**config.mk**
```make
export PLATFORM = sky130hd
export DESIGN_NAME = fifo_evt_status
export DESIGN_NICKNAME = d
export VERILOG_FILES = /design/src/rtl/fes_pkg.sv /design/src/rtl/fes_level_tracker.sv /design/src/rtl/fes_sticky_bank.sv /design/src/rtl/fifo_evt_status.sv
export SDC_FILE = /design/constraint.sdc
export NUM_CORES = 1
export LEC_CHECK = 0
export ABC_CLOCK_PERIOD_IN_PS = 9500
export BUFFER_PORTS_ARGS = -buffer_cell sky130_fd_sc_hd__buf_2
export CORE_MARGIN = 4
export CORE_UTILIZATION = 40
export CTS_CLUSTER_DIAMETER = 60
export CTS_CLUSTER_SIZE = 24
export DETAILED_ROUTE_END_ITERATION = 8
export PLACE_DENSITY_LB_ADDON = 0.05
export SETUP_SLACK_MARGIN = 0.3
export SLEW_MARGIN = 20
export SYNTH_ARGS = -nofsm -noshare
export SYNTH_HDL_FRONTEND = slang
export SYNTH_SLANG_ARGS = --single-unit
export TNS_END_PERCENT = 50
```
**constraint.sdc**
```tcl
create_clock -name clk -period 9.5 [get_ports clk]
set_input_delay 0.95 -clock clk [delete_from_list [all_inputs] [get_ports clk]]
set_output_delay 0.95 -clock clk [all_outputs]
set_load 0.03 [all_outputs]
```
**src/rtl/fes_pkg.sv**
```systemverilog
// Package: bit positions of the status word shared by the unit and its checker.
// Assumes a 32-bit status word; unused positions read as zero.
package fes_pkg;
    localparam int STATUS_W     = 32;
    localparam int B_TX_EMPTY   = 0;
    localparam int B_TX_FULL    = 1;
    localparam int B_TX_LEVEL   = 2;
    localparam int B_RX_EMPTY   = 3;
    localparam int B_RX_FULL    = 4;
    localparam int B_RX_LEVEL_A = 5;
    localparam int B_TX_PERR    = 6;
    localparam int B_RX_PERR    = 7;
    localparam int B_TX_LOCK    = 8;
    localparam int B_RX_LEVEL_B = 9;
endpackage

```
**src/rtl/fes_level_tracker.sv**
```systemverilog
// Occupancy tracker for one queue. It counts legal pushes and pops and flags
// illegal ones (push at full, pop at empty), which are dropped. It emits
// single-cycle event pulses for the transitions into empty, into full, and
// onto each of NTHR thresholds. Events are combinational from the strobes and
// the current count. A side reset zeroes the count and suppresses all events.
module fes_level_tracker #(
    parameter int DEPTH = 16,
    parameter int NTHR  = 1,
    localparam int CW   = $clog2(DEPTH + 1)
) (
    input  logic                     clk,
    input  logic                     rst_n,
    input  logic                     side_rst,
    input  logic                     push,
    input  logic                     pop,
    input  logic [NTHR-1:0][CW-1:0]  thr,
    output logic                     evt_empty,
    output logic                     evt_full,
    output logic [NTHR-1:0]          evt_thr,
    output logic                     evt_perr
);
    localparam logic [CW-1:0] FULL_CNT = CW'(DEPTH);

    logic [CW-1:0] cnt_q;
    logic [CW-1:0] cnt_nxt;
    logic          push_ok;
    logic          pop_ok;
    logic          moved;

    // Qualify strobes against the current occupancy and form the next count.
    always_comb begin
        push_ok = push && (cnt_q != FULL_CNT);
        pop_ok  = pop  && (cnt_q != '0);
        unique case ({push_ok, pop_ok})
            2'b10:   cnt_nxt = cnt_q + CW'(1);
            2'b01:   cnt_nxt = cnt_q - CW'(1);
            default: cnt_nxt = cnt_q;
        endcase
        moved = (push_ok != pop_ok) && !side_rst;
    end

    // Occupancy register; cleared by global or side reset.
    always_ff @(posedge clk) begin
        if (!rst_n || side_rst) cnt_q <= '0;
        else                    cnt_q <= cnt_nxt;
    end

    assign evt_empty = moved && (cnt_nxt == '0);
    assign evt_full  = moved && (cnt_nxt == FULL_CNT);
    assign evt_perr  = !side_rst &&
                       ((push && (cnt_q == FULL_CNT)) || (pop && (cnt_q == '0)));

    // One comparator per threshold, firing only when the count moves onto it.
    for (genvar i = 0; i < NTHR; i++) begin : g_thr
        assign evt_thr[i] = moved && (cnt_nxt == thr[i]);
    end
endmodule

```
**src/rtl/fes_sticky_bank.sv**
```systemverilog
// Bank of W sticky flags. A set pulse latches a flag. The soft clear drops all
// flags unless the same bit is being set in that cycle. The hard clear (and
// the global reset) drops everything unconditionally.
module fes_sticky_bank #(
    parameter int W = 4
) (
    input  logic         clk,
    input  logic         rst_n,
    input  logic         hard_clr,
    input  logic         soft_clr,
    input  logic [W-1:0] set,
    output logic [W-1:0] flags
);
    // Flag update: set has priority over the soft clear.
    always_ff @(posedge clk) begin
        if (!rst_n || hard_clr) flags <= '0;
        else                    flags <= (flags & ~{W{soft_clr}}) | set;
    end
endmodule

```
**src/rtl/fifo_evt_status.sv**
```systemverilog
// Top of the sticky FIFO event status unit. It holds one tracker per queue,
// sticky banks for the event flags (soft-clearable) and for the pointer-error
// flags (cleared only by side reset), a registered lock level, and the packing
// of all of these into the 32-bit status word. The queue storage is assumed to
// be elsewhere and to obey the same full/empty rules.
module fifo_evt_status #(
    parameter int DEPTH = 16,
    localparam int CW   = $clog2(DEPTH + 1)
) (
    input  logic          clk,
    input  logic          rst_n,
    input  logic          tx_push,
    input  logic          tx_pop,
    input  logic          rx_push,
    input  logic          rx_pop,
    input  logic [CW-1:0] tx_level,
    input  logic [CW-1:0] rx_level_a,
    input  logic [CW-1:0] rx_level_b,
    input  logic          clr_evt,
    input  logic          tx_lock,
    input  logic          tx_side_rst,
    input  logic          rx_side_rst,
    output logic [31:0]   status
);
    import fes_pkg::*;

    logic       tx_e, tx_f, tx_p;
    logic [0:0] tx_t;
    logic       rx_e, rx_f, rx_p;
    logic [1:0] rx_t;
    logic [2:0] tx_flags;
    logic [3:0] rx_flags;
    logic [1:0] perr_flags;
    logic       lock_q;

    fes_level_tracker #(.DEPTH(DEPTH), .NTHR(1)) u_tx_trk (
        .clk(clk), .rst_n(rst_n), .side_rst(tx_side_rst),
        .push(tx_push), .pop(tx_pop), .thr(tx_level),
        .evt_empty(tx_e), .evt_full(tx_f), .evt_thr(tx_t), .evt_perr(tx_p)
    );

    fes_level_tracker #(.DEPTH(DEPTH), .NTHR(2)) u_rx_trk (
        .clk(clk), .rst_n(rst_n), .side_rst(rx_side_rst),
        .push(rx_push), .pop(rx_pop), .thr({rx_level_b, rx_level_a}),
        .evt_empty(rx_e), .evt_full(rx_f), .evt_thr(rx_t), .evt_perr(rx_p)
    );

    // Transmit events: {threshold, full, empty}.
    fes_sticky_bank #(.W(3)) u_tx_evt (
        .clk(clk), .rst_n(rst_n), .hard_clr(tx_side_rst), .soft_clr(clr_evt),
        .set({tx_t[0], tx_f, tx_e}), .flags(tx_flags)
    );

    // Receive events: {threshold b, threshold a, full, empty}.
    fes_sticky_bank #(.W(4)) u_rx_evt (
        .clk(clk), .rst_n(rst_n), .hard_clr(rx_side_rst), .soft_clr(clr_evt),
        .set({rx_t[1], rx_t[0], rx_f, rx_e}), .flags(rx_flags)
    );

    // Pointer errors, one bank per side so each side reset clears its own.
    fes_sticky_bank #(.W(1)) u_tx_perr (
        .clk(clk), .rst_n(rst_n), .hard_clr(tx_side_rst), .soft_clr(1'b0),
        .set(tx_p), .flags(perr_flags[0])
    );
    fes_sticky_bank #(.W(1)) u_rx_perr (
        .clk(clk), .rst_n(rst_n), .hard_clr(rx_side_rst), .soft_clr(1'b0),
        .set(rx_p), .flags(perr_flags[1])
    );

    // Lock level register; live level, not sticky.
    always_ff @(posedge clk) begin
        if (!rst_n) lock_q <= 1'b0;
        else        lock_q <= tx_lock;
    end

    // Pack flags into the status word; unused positions stay zero.
    always_comb begin
        status               = '0;
        status[B_TX_EMPTY]   = tx_flags[0];
        status[B_TX_FULL]    = tx_flags[1];
        status[B_TX_LEVEL]   = tx_flags[2];
        status[B_RX_EMPTY]   = rx_flags[0];
        status[B_RX_FULL]    = rx_flags[1];
        status[B_RX_LEVEL_A] = rx_flags[2];
        status[B_RX_LEVEL_B] = rx_flags[3];
        status[B_TX_PERR]    = perr_flags[0];
        status[B_RX_PERR]    = perr_flags[1];
        status[B_TX_LOCK]    = lock_q;
    end
endmodule

```
* Word level (Yosys, flattened, before mapping)
Cells that the tools add are included.
Word-level totals: register bits 20, logic and storage cells 68
Cells by class: reduce and logical (&&, ||, !) cells 32, mux-type cells 2, equal/unequal tests 15, add/subtract/negate cells 4, bitwise logic cells 8
Operator list (number):
- 5-bit equality test (second input constant) | 4
- 5-bit logical NOT | 4
- 5-bit case mux with 2 select lines | 2
- 1-bit logical AND | 19
- 5-bit equality test | 3
- 5-bit by 1-bit adder with 5-bit output (second input constant) | 2
- 5-bit != test (second input constant) | 2
- 5-bit nonzero test | 2
- 5-bit by 1-bit subtractor with 5-bit output (second input constant) | 2
- 4-bit bitwise AND | 1
- 2-bit by 1-bit equality test with 1-bit output (second input constant) | 2
- 2-bit equality test (second input constant) | 2
- 1-bit logical OR | 4
- 4-bit inverter | 1
- 4-bit OR | 1
- 3-bit bitwise AND | 1
- 1-bit logical NOT | 3
- 3-bit inverter | 1
- 3-bit OR | 1
- 1-bit != test | 2
- 1-bit OR | 2

* Depth between registers and ports, before layout
depth in word-level cells 7, mapped depth 14, mapped depth without buffers 12

* By module
A second synthesis with hierarchy kept.
Second synthesis, totals: cell total of the unflattened synthesis 186, area total of the unflattened synthesis 1632.8 um^2
By module, submodules not included:
- fes_level_tracker (u_rx_trk) | cells an instance 66, seq. area each 100.1 um^2, instances 1, area an instance 569.3 um^2
- fes_level_tracker (u_tx_trk) | cells an instance 56, seq. area each 100.1 um^2, instances 1, area an instance 485.5 um^2
- fifo_evt_status | cells an instance 26, seq. area each 20.0 um^2, instances 1, area an instance 202.7 um^2
- fes_sticky_bank (u_rx_evt) | cells an instance 17, seq. area each 80.1 um^2, instances 1, area an instance 165.2 um^2
- fes_sticky_bank (u_tx_evt) | cells an instance 13, seq. area each 60.1 um^2, instances 1, area an instance 130.1 um^2
- fes_sticky_bank (u_rx_perr ...) | cells an instance 4, seq. area each 20.0 um^2, instances 2, area an instance 40.0 um^2

* Least setup slack after synthesis
OpenSTA, ideal clock, no wires.
path kind input to register, from input rx_pop, to register u_rx_evt.flags[2], stages on the path 11, data arrival time 3.172 ns, required time 9.404 ns, setup slack 6.233 ns, cells stage by stage a21boi_0 > ha_1 > buf_2 > xor2_1 > ha_1 > or3_4 > a2111oi_4 > nor4_2 > xnor2_2 > xnor2_1 > o41ai_2
On the way: longest elaborated chain between the ends 6, elaborated cells between the ends (all ways) 9, classes of those cells eq/ne (4); mux (1); bitwise (1); reduce/logical (3)
Ends and longest elaborated chain:
- start: declaration | line fifo_evt_status.sv:15 | input logic rx_pop,
- 1-bit logical AND (*) | line fes_level_tracker.sv:33 | pop_ok = pop && (cnt_q != '0);
- 2-bit by 1-bit equality test with 1-bit output or 2-bit equality test (tied branches) | line fes_level_tracker.sv:34 | unique case ({push_ok, pop_ok})
- 5-bit case mux with 2 select lines | line fes_level_tracker.sv:34
- 5-bit equality test | line fes_level_tracker.sv:55 | assign evt_thr[i] = moved && (cnt_nxt == thr[i]);
- 1-bit logical AND (*) | line fes_level_tracker.sv:55
- 4-bit OR (*) | line fes_sticky_bank.sv:17 | else flags <= (flags & ~{W{soft_clr}}) | set;
- end signal: assignment | line fes_sticky_bank.sv:17
- end: declaration | line fes_sticky_bank.sv:12 | output logic [W-1:0] flags
Mark *: on every way between the ends. The rest lies on a longest branch, timed or not. A chain may end at the register's enable or synchronous reset.

* Worst setup path in the final report
from register u_rx_trk.cnt_q[2], to register u_rx_evt.flags[2]
On the way: longest elaborated chain between the ends 7, elaborated cells between the ends (all ways) 14, classes of those cells add/sub (2); eq/ne (5); mux (1); bitwise (1); reduce/logical (5)
Ends and longest elaborated chain:
- start: declaration | line fes_level_tracker.sv:24 | logic [CW-1:0] cnt_q;
- start signal: assignment | line fes_level_tracker.sv:45 | else cnt_q <= cnt_nxt;
- branches (longest 5 deep; another with 5-bit by 1-bit subtractor with 5-bit output)
- 1-bit logical AND (*) | line fes_level_tracker.sv:55
- 4-bit OR (*) | line fes_sticky_bank.sv:17
Mark *: on every way between the ends.

==> metrics.csv <==
metric,value,unit
fillers,390,
clock.fmax,0.290,GHz
synthTopCellsByArea,"dfxtp_1, buf_4, xnor2_1, ha_1, xor2_1",
grt-ovfl-total,0,
p_sw,0.0721,mW
fp.dieArea,5160,um2
crit_required,9.67,ns
clockPowerShare,35.7,%
top_usage_layer,met2,
cts_resized,0,
cpMaxStageDelayCell,nor4_1,
start_util,42.9,%
track_usage,11.9,%
place_congestion,0.796,
cp_data_arrival_time,3.61,ns
grt_pass1_wl,5000,um
path_cells,nor4_1 -> a21boi_0 -> ha_1 -> xor2_1 -> ha_1 -> or3_4 -> a2111oi_4 -> nor4_2 -> xnor2_2 -> xnor2_1 -> o41ai_2,
wl,3130,um
ys_warn_count,0,
cp_max_fo,13,
clock-sinks,20,
grt_use_met3,3.51,%
diodes,0,
power.density,135,nW/um2
hold_buffers,0,
die_w,71.8,um
path_class,register to register,
yosysUniqueCellTypes,46,
comb_power_share,26.4,%
synth_area,1630,um2
async_flop_share,0,%
hold_class,register to register,
holdWs,0.459,ns
crit_path_start_kind,register,
yosysMostFrequentCell,buf_4,
p_sw_share,30.3,%
clk_pin_slew,0.08,ns
grt_setup_unrepaired,false,
crit_path_end_kind,register,
ys_seq_elements,20,
ant_nets,0,
min_period_over_period,36.3,%
finalSetupTns,0,ns
hold_violations,0,
grt_max_degree,15,
via_count,1241,
synth_edf_count,0,
slowest_delay,0.49,ns
synth_area_leader_cell,dfxtp_1,
wl_per_cell,12.2,um
leakagePower,0.819,nW
drv_slew,0,
finalCriticalPeriod,3.45,ns
syn_area_per_cell,8.85,um2
io_buffers,34,
cts_tree,yes,
regArea,400,um2
drt_first_pass_iters,4,
setup_viol,0,
cts_buffer_depth,2,
multi_input_area,1050,um2
grt_use_met2,21.4,%
initialDrtViolationCount,41,
clock_latency,0.26,ns
cts_setup_buffers,0,
antenna_found_initial,0,
row_count,22,
num_io_pins,57,
status,"finished, final reports clean",
root_buffer,clkbuf_8,
htreeDepth,1,
fin_skew,0.00436,ns
gr-usage-met1,13.3,%
die_y,71.8,um
finalNetCount,242,
synth.yosys.seq_area_share,24.6,%
seq_power_share,37.9,%
dominantRegCellSynth,dfxtp_1,
synth_cells,184,
irDropWorstVdd,79.0,uV
drive_above_1_share,22.6,%
place_hpwl,2560,um
critPathMostFrequentCell,ha_1,
routed_via_density,4.85,
grt_pass1_vias,1163,
core,3800,um2
area_growth,8.45,%
synth_top_cell_area_share,24.6,%
drcViolationCount,0,
intPower,0.166,mW
maxCapViolations,0,
synthTopCellsByCount,"buf_4, dfxtp_1, nor2_1, xnor2_1",
cts_buffers,3,
[power groups by stage]
stage                     clock [mW]  combinational, mW  sequential [mW]
final                         0.0849             0.0630           0.0902
after global routing          0.0911             0.0693           0.0908
after CTS                     0.0882             0.0636           0.0902
after detailed placement           0             0.0633           0.0922
after global placement             0             0.0627           0.0922
after floorplan                    0             0.0611           0.0907
[sequential cells by signal, indices dropped and copies added (netlist names)]
name and count:
lock_q 1, u_rx_evt.flags 4, u_rx_perr.flags 1, u_rx_trk.cnt_q 5
u_tx_evt.flags 3, u_tx_perr.flags 1, u_tx_trk.cnt_q 5
[worst paths after layout]
check	from	end	slack (ns)	cells after the start
setup / recovery	u_rx_trk.cnt_q[2]$_SDFF_PP0_	u_rx_evt.flags[2]$_SDFF_PP0_	6.05	11
hold / removal	u_tx_evt.flags[1]$_SDFF_PP0_	u_tx_evt.flags[1]$_SDFF_PP0_	0.46	2
hold reg to reg	u_tx_evt.flags[1]$_SDFF_PP0_	u_tx_evt.flags[1]$_SDFF_PP0_	0.46	2
setup reg to reg	u_rx_trk.cnt_q[2]$_SDFF_PP0_	u_rx_evt.flags[2]$_SDFF_PP0_	6.05	11
[metrics by stage]
step / utilization [%] / setup slack, ns / area, um2 / cells / power, mW
floorplan: - / 6.23 / 1710 / 205 / 0.152
global placement: 44.6 / 5.96 / 1700 / 252 / 0.155
detailed placement: 44.6 / 5.83 / 1700 / 252 / 0.156
CTS: 46.5 / 6.00 / 1770 / 256 / 0.242
global route: 46.5 / 5.75 / 1770 / 256 / 0.251
finish: 46.5 / 6.05 / 1770 / 256 / 0.238
[layout make-up]
| class | count | area share (%) |
|---|---|---|
| Clock buffer | 3 | 2.34 |
| Clock inverter | 1 | 1.70 |
| Inverter | 4 | 0.850 |
| Multi-Input combinational cell | 146 | 59.4 |
| Sequential cell | 20 | 22.7 |
| Tap cell | 48 | 3.40 |
| Timing Repair Buffer | 34 | 9.63 |
[worst max-delay path: cells and delay by family (launching register included)]
family,cells,cell delay [ns]
xor+xnor,3,0.62
compound gates,3,0.77
simple gates,3,0.96
flops,1,0.39
fa+ha+maj,2,0.60
[per-layer routing]
metal | share of wire, % | up-vias
li1 | - | 644
met1 | 41 | 559
met2 | 51 | 36
met3 | 7.6 | 2
met4 | 0.61 | 0
met5 | 0 | -
[cells by family after synthesis]
logic type                 count (synthesis)  share of synthesized area [%]
xor gates and xnor gates                  25                           13.9
AOI/OAI and AO/OA                         25                           13.4
muxes                                      8                           5.07
and+or+nand+nor                           58                           20.8
other                                      1                          0.230
adders and majority gates                  8                           6.14
buffers and inverters                     39                           15.8
DFF                                       20                           24.6
[placed cells by master (no fill, tap or decap), drive strengths merged, types with 4 or more instances in the layout]
cell type	count
dfxtp	20
mux2i	6
nor2	19
nor4b	4
xor2	9
nand2	9
a21boi	4
xnor2	16
nor4	4
a21oi	4
ha	8
buf	34
inv	4
conb	22
Note: power is estimated with default switching activity, not from simulation.
